===== src/rtl/lockdet_pkg.sv =====
package lockdet_pkg;

  // Strobes from the control to the datapath
  typedef struct packed {
    logic longWin;   // current window lasts N+K cycles instead of N
    logic tolWide;   // accept a total within one count of the window length
  } lockCtrl_t;

  typedef enum logic [1:0] {
    ST_QUAL_N  = 2'd0,
    ST_QUAL_NK = 2'd1,
    ST_LOCKED  = 2'd2
  } lockState_t;

endpackage


===== src/rtl/lockdet_datapath.sv =====
module lockdet_datapath
  import lockdet_pkg::*;
#(
  parameter int N      = 8,
  parameter int K      = 3,
  parameter int EDGE_W = 2
) (
  input  logic              clk,
  input  logic              rstN,
  input  lockCtrl_t         ctrl,
  input  logic [EDGE_W-1:0] fbEdges,
  output logic              winEnd,
  output logic              winMatch
);

  localparam int LONG    = N + K;
  localparam int MAX_FB  = LONG * ((1 << EDGE_W) - 1) + 2;
  localparam int FB_W    = $clog2(MAX_FB + 1);
  localparam int CNT_W   = $clog2(LONG + 2);
  localparam logic [FB_W:0]    SHORT_LEN = (FB_W+1)'(N);
  localparam logic [FB_W:0]    LONG_LEN  = (FB_W+1)'(LONG);
  localparam logic [CNT_W-1:0] SHORT_END = CNT_W'(N - 1);
  localparam logic [CNT_W-1:0] LONG_END  = CNT_W'(LONG - 1);
  localparam logic [FB_W:0]    ONE       = (FB_W+1)'(1);

  logic [CNT_W-1:0] refCnt;
  logic [FB_W-1:0]  fbCnt;
  logic [FB_W:0]    fbTotal;
  logic [FB_W:0]    winLen;
  logic             exactHit;
  logic             nearHit;

  always_comb begin
    winLen   = ctrl.longWin ? LONG_LEN : SHORT_LEN;
    fbTotal  = {1'b0, fbCnt} + {{(FB_W+1-EDGE_W){1'b0}}, fbEdges};
    winEnd   = (refCnt == (ctrl.longWin ? LONG_END : SHORT_END));
    exactHit = (fbTotal == winLen);
    nearHit  = ((fbTotal + ONE) >= winLen) && (fbTotal <= (winLen + ONE));
    winMatch = ctrl.tolWide ? nearHit : exactHit;
  end

  always_ff @(posedge clk or negedge rstN) begin
    if (!rstN) begin
      refCnt <= '0;
      fbCnt  <= '0;
    end else if (winEnd) begin
      refCnt <= '0;
      fbCnt  <= '0;
    end else begin
      refCnt <= refCnt + CNT_W'(1);
      fbCnt  <= fbTotal[FB_W-1:0];
    end
  end

endmodule


===== src/rtl/lockdet_control.sv =====
module lockdet_control
  import lockdet_pkg::*;
(
  input  logic      clk,
  input  logic      rstN,
  input  logic      winEnd,
  input  logic      winMatch,
  input  logic      stickyClr,
  output lockCtrl_t ctrl,
  output logic      lockLive,
  output logic      lockSticky
);

  lockState_t state;
  lockState_t nextState;
  logic       acquire;

  always_comb begin
    nextState = state;
    acquire   = 1'b0;
    if (winEnd) begin
      case (state)
        ST_QUAL_N:  nextState = winMatch ? ST_QUAL_NK : ST_QUAL_N;
        ST_QUAL_NK: begin
          nextState = winMatch ? ST_LOCKED : ST_QUAL_N;
          acquire   = winMatch;
        end
        ST_LOCKED:  nextState = winMatch ? ST_LOCKED : ST_QUAL_N;
        default:    nextState = ST_QUAL_N;
      endcase
    end
  end

  always_ff @(posedge clk or negedge rstN) begin
    if (!rstN) begin
      state      <= ST_QUAL_N;
      lockSticky <= 1'b0;
    end else begin
      state <= nextState;
      if (acquire)        lockSticky <= 1'b1;
      else if (stickyClr) lockSticky <= 1'b0;
    end
  end

  assign lockLive     = (state == ST_LOCKED);
  assign ctrl.longWin = (state != ST_QUAL_N);
  assign ctrl.tolWide = (state == ST_LOCKED);

endmodule


===== src/rtl/freq_lock_detect.sv =====
module freq_lock_detect
  import lockdet_pkg::*;
#(
  parameter int N      = 8,
  parameter int K      = 3,
  parameter int EDGE_W = 2
) (
  input  logic              clk,
  input  logic              rstN,
  input  logic [EDGE_W-1:0] fbEdges,
  input  logic              stickyClr,
  output logic              lockLive,
  output logic              lockSticky
);

  lockCtrl_t ctrlBus;
  logic      winEnd;
  logic      winMatch;
  logic      winLong;

  assign winLong = ctrlBus.longWin;

  lockdet_datapath #(.N(N), .K(K), .EDGE_W(EDGE_W)) u_dp (
    .clk      (clk),
    .rstN     (rstN),
    .ctrl     (ctrlBus),
    .fbEdges  (fbEdges),
    .winEnd   (winEnd),
    .winMatch (winMatch)
  );

  lockdet_control u_ctl (
    .clk        (clk),
    .rstN       (rstN),
    .winEnd     (winEnd),
    .winMatch   (winMatch),
    .stickyClr  (stickyClr),
    .ctrl       (ctrlBus),
    .lockLive   (lockLive),
    .lockSticky (lockSticky)
  );

endmodule


===== config.mk =====
export PLATFORM = sky130hd
export DESIGN_NAME = freq_lock_detect
export DESIGN_NICKNAME = d
export VERILOG_FILES = /design/src/rtl/lockdet_pkg.sv /design/src/rtl/lockdet_datapath.sv /design/src/rtl/lockdet_control.sv /design/src/rtl/freq_lock_detect.sv
export SDC_FILE = /design/constraint.sdc
export NUM_CORES = 1
export LEC_CHECK = 0
export BUFFER_PORTS_ARGS = -buffer_cell sky130_fd_sc_hd__buf_4
export CAP_MARGIN = 40
export CORE_AREA = 2 2 45 47
export CTS_CLUSTER_DIAMETER = 150
export CTS_CLUSTER_SIZE = 30
export DETAILED_ROUTE_END_ITERATION = 6
export DIE_AREA = 0 0 47 49
export MAX_ROUTING_LAYER = met4
export PLACE_DENSITY = 0.69
export SKIP_LAST_GASP = 1
export SYNTH_ARGS = -nofsm -noshare
export SYNTH_HDL_FRONTEND = slang
export SYNTH_HIERARCHICAL = 1
export SYNTH_SLANG_ARGS = --single-unit

===== constraint.sdc =====
create_clock -name clk -period 3.15 [get_ports clk]
set_input_delay 0.315 -clock clk [delete_from_list [all_inputs] [get_ports clk]]
set_output_delay 0.315 -clock clk [all_outputs]
set_load 0.05 [all_outputs]

==> Implementation_results.wiki <==
{| class="wikitable"
! Metric !! Value
|-
| Global-route wire length before repair || ~2600 um
|-
| Largest family of logic cells by synthesized area || adder cells
|-
| Source-to-sink clock delay at the later pin of the worst-skew pair || between 200 and 300 ps
|-
| Final TNS setup || 0 ps
|-
| Multi-input gate area || 524.3 um2
|-
| Row Count || 16
|-
| Depth of the worst register-to-register path || 10
|-
| Clock transition time at the flip-flop clock pins of the worst setup and hold paths || 70 ps
|-
| # nets final || 119
|-
| Grt total ovfl || 0
|-
| Register-to-register setup slack || ~320 ps
|-
| Number of design-rule violations left by the first detailed-router iteration || 12
|-
| Number of global-route vias before repair || between 600 and 700
|-
| Width of the die || 47 um
|-
| Post-synthesis area per instance || 9.845 um2
|-
| Fill cell total of the finished layout || approximately 190
|-
| Vias after detailed routing || 658
|-
| TritonCTS clock tree || built
|-
| Mux contribution to synthesized area || 0
|-
| Synthesized instance count || 91
|-
| Diodes inserted || 0
|-
| Layout cells sized above 1 || 0.1400
|-
| Share of the synthesized area in compound gates (AO/OA/AOI/OAI) || 0.1494
|-
| I/O pin count || 7
|-
| Antenna-violating nets left || 0
|-
| Total of cells resized after clock tree synthesis || 0
|-
| Critical path arrival || between 3000 and 4000 ps
|-
| Clk network pwr share || 0.113
|-
| Placed Cells incl. Taps || approximately 120
|-
| Worst min-delay path startpoint || stickyClr
|-
| XOR/XNOR Fraction of Synth Area || 0.06704
|-
| Root buffer selected by CTS || sky130_fd_sc_hd__clkbuf_4
|-
| Hold Vio Cnt, Final || 0
|-
| Post-route minimum period || roughly 2800 ps
|-
| Critical Path Source || u_dp/fbCnt[0]
|-
| Detailed-route wire length || 1556 um
|-
| Endpoint type of the worst setup path || flop
|-
| Post-Synth Adder-Cell Area || 0.1899
|-
| Initial antenna violation count || 0
|-
| Pint || 0.0005025 W
|-
| Area of the core region || 0.001842 mm2
|-
| Depth of the worst hold-timing path || 2
|-
| Max-capacitance violation count || 0
|-
| Worst supply voltage drop on vdd || 0.0003831 V
|-
| Class of the worst hold path || in -> reg
|-
| Quantity of hold-fixing buffers added after cts || 1
|-
| Area delta synth->final || 11.45%
|-
| Maximum achievable frequency || approximately 350 MHz
|-
| Simple-gate share of the synthesized area || 0.1788
|-
| Capture instance of the worst register-to-register path || u_ctl/state[0]
|-
| CTS sink count || 13
|-
| Post-detailed-route via-to-cell ratio || 5.181
|-
| Final standard cell count with taps included and fillers excluded || approximately 130
|-
| Hold path endpoint || u_ctl/lockSticky
|-
| Worst-case headroom to the max-slew limit || 0.6578
|-
| Summed instance area of the synthesized netlist || about 900 um2
|-
| Port Buffer Count || 6
|-
| Leading cell type in the layout, fill and taps excluded || sky130_fd_sc_hd__dfrtp_1
|-
| Required time at the worst-slack endpoint || 3330 ps
|-
| Initial Util || 0.4864
|-
| Clk_skew || 0.5383 ps
|-
| Global routing usage summed across all routing layers || 0.1647
|-
| Post-route DRC violation count || 0
|-
| # Post-CTS Setup Buffers || 0
|-
| Post-Layout Inst Area || 998.5 um2
|-
| Sequential cell area fraction in the yosys report || 0.3631
|-
| Commonest non-fill, non-tap cells in the layout || 13 x sky130_fd_sc_hd__dfrtp_1, 12 x sky130_fd_sc_hd__ha_1, 9 x sky130_fd_sc_hd__inv_1
|-
| Net switching fraction of the power || 0.4267
|-
| Initial DRT Pass Iterations || 4
|-
| Post-synthesis net count || 109
|-
| Nature of the critical path startpoint || flop
|-
| Die area || 0.002303 mm2
|-
| Final setup violation count || 0
|-
| Flip-flop and latch area || around 330 um2
|-
| Number of distinct library cell variants in the gate-level netlist after synthesis || 32
|-
| Clock H-tree levels || 1
|-
| Power after layout || 0.0008766 W
|-
| Slew of the pin with the lowest slew margin || 513.2 ps
|-
| Startpoint-to-endpoint class of the critical path || reg -> reg
|-
| RSZ-0062 raised after global routing || false
|-
| Count of pins over their slew limit || 0
|-
| Portion of the clock cycle consumed by the worst path in the final layout || 0.8997
|-
| Combinational share of power || 0.594
|-
| Worst slack on hold paths || ~230 ps
|-
| Worst r2r src || u_dp/fbCnt[0]
|-
| Crit Path Max Fanout || 6
|-
| Total CTS buffers || 3
|-
| DP HPWL || 1180 um
|-
| Outcome || finished clean
|-
| Instance area at placement || 962.2 um2
|-
| Seq pwr share || 0.293
|-
| Overall die height || 49 um
|-
| Synth warn || 6
|-
| Count of state elements after synthesis || 13
|-
| WL/cell || approximately 12 um
|-
| Maximum clock path buffer count || 2
|-
| GPL Wtd Cong || between 0.7 and 0.8
|-
| Largest net degree at the start of global routing || 15
|-
| Power density of the placed cells || 877.9 mW/mm2
|-
| Leakage component of the power || ~0.45 nW
|-
| Net load switching power || about 0.00037 W
|}
-- kinds of logic after synthesis --
kind of cell               count (synthesis)
AOI/OAI and AO/OA                         18
xor gates and xnor gates                   6
adders and majority gates                 13
buffers and inverters                     11
DFF                                       13
and+or+nand+nor                           30
-- Yosys cell counts --
cell                        count  share of area
sky130_fd_sc_hd__a21boi_0       1         0.0084
sky130_fd_sc_hd__a21o_1         1         0.0084
sky130_fd_sc_hd__a21oi_1        3          0.017
sky130_fd_sc_hd__a21oi_2        1         0.0098
sky130_fd_sc_hd__a22o_1         1         0.0098
sky130_fd_sc_hd__a2bb2oi_1      1         0.0098
sky130_fd_sc_hd__a31oi_1        2          0.014
sky130_fd_sc_hd__and3_1         1         0.0070
sky130_fd_sc_hd__and4_1         1         0.0098
sky130_fd_sc_hd__buf_2          1         0.0056
sky130_fd_sc_hd__buf_4          1         0.0084
sky130_fd_sc_hd__dfrtp_1       13           0.36
sky130_fd_sc_hd__fa_1           1          0.022
sky130_fd_sc_hd__ha_1          12           0.17
sky130_fd_sc_hd__inv_1          9          0.038
sky130_fd_sc_hd__nand2_1        3          0.013
sky130_fd_sc_hd__nand2b_1       4          0.028
sky130_fd_sc_hd__nand3_1        5          0.028
sky130_fd_sc_hd__nand4_1        1         0.0070
sky130_fd_sc_hd__nor2_1         7          0.029
sky130_fd_sc_hd__nor2b_1        4          0.028
sky130_fd_sc_hd__nor3b_1        1         0.0084
sky130_fd_sc_hd__nor4_1         2          0.014
sky130_fd_sc_hd__o211ai_2       1          0.014
sky130_fd_sc_hd__o21a_1         1         0.0084
sky130_fd_sc_hd__o21ai_0        4          0.022
sky130_fd_sc_hd__o221ai_1       1         0.0098
sky130_fd_sc_hd__o32ai_2        1          0.018
sky130_fd_sc_hd__or2_2          1         0.0070
sky130_fd_sc_hd__xnor2_1        2          0.020
sky130_fd_sc_hd__xor2_1         3          0.029
sky130_fd_sc_hd__xor2_2         1          0.018
-- metrics by stage --
stage | utilization | setup WS (ps)
6_report | 0.5421 | 315.9
5_1_grt | 0.5421 | 121.3
4_1_cts | 0.5421 | 290.1
3_5_place_dp | 0.5224 | 213.6
3_3_place_gp | 0.5224 | 291.7
2_1_floorplan | - | 544.8
-- power by group through the flow --
stage | sequential [W] | combinational [W] | clock (W)
final | 0.000257 | 0.000521 | 0.0000988
after global routing | 0.000263 | 0.000594 | 0.000111
after CTS | 0.000258 | 0.000523 | 0.000106
after detailed placement | 0.000260 | 0.000510 | 0
after global placement | 0.000258 | 0.000489 | 0
after floorplan | 0.000248 | 0.000420 | 0
-- critical path: stages (launching register included) --
cell,delay (ps)
sky130_fd_sc_hd__dfrtp_1,370
sky130_fd_sc_hd__ha_1,220
sky130_fd_sc_hd__fa_1,450
sky130_fd_sc_hd__xor2_2,280
sky130_fd_sc_hd__ha_1,300
sky130_fd_sc_hd__or2_2,270
sky130_fd_sc_hd__a21oi_1,220
sky130_fd_sc_hd__a31oi_1,140
sky130_fd_sc_hd__a21oi_2,220
sky130_fd_sc_hd__nand2_1,80
sky130_fd_sc_hd__o32ai_2,200
-- per-layer routing --
layer	vias up	global-route usage	share of wire
met5	-	-	0
li1	334	-	-
met2	8	0.2671	0.50
met4	0	0.06944	0.011
met3	4	0.03333	0.026
met1	312	0.1910	0.47
-- state kept, by name, indices dropped and copies added (netlist names) --
register	flops
u_dp/fbCnt	6
u_ctl/state	2
u_ctl/lockSticky	1
u_dp/refCnt	4
-- cell type report --
type,count,area share
clock buffers,4,0.02632
inverters,9,0.03383
multi-input cells,67,0.5251
flip-flops and latches,13,0.3258
well taps,27,0.03383
repair buffers,7,0.05514
-- how the worst max path moves through the flow --
stage,to,slack [ps]
floorplan,u_ctl/state[0],540
global placement,u_ctl/state[0],290
detailed placement,u_ctl/state[0],210
CTS,u_ctl/state[0],290
global route,u_ctl/state[0],120
finish,u_ctl/state[0],320
No activity file was read; power rests on OpenSTA's default activity.
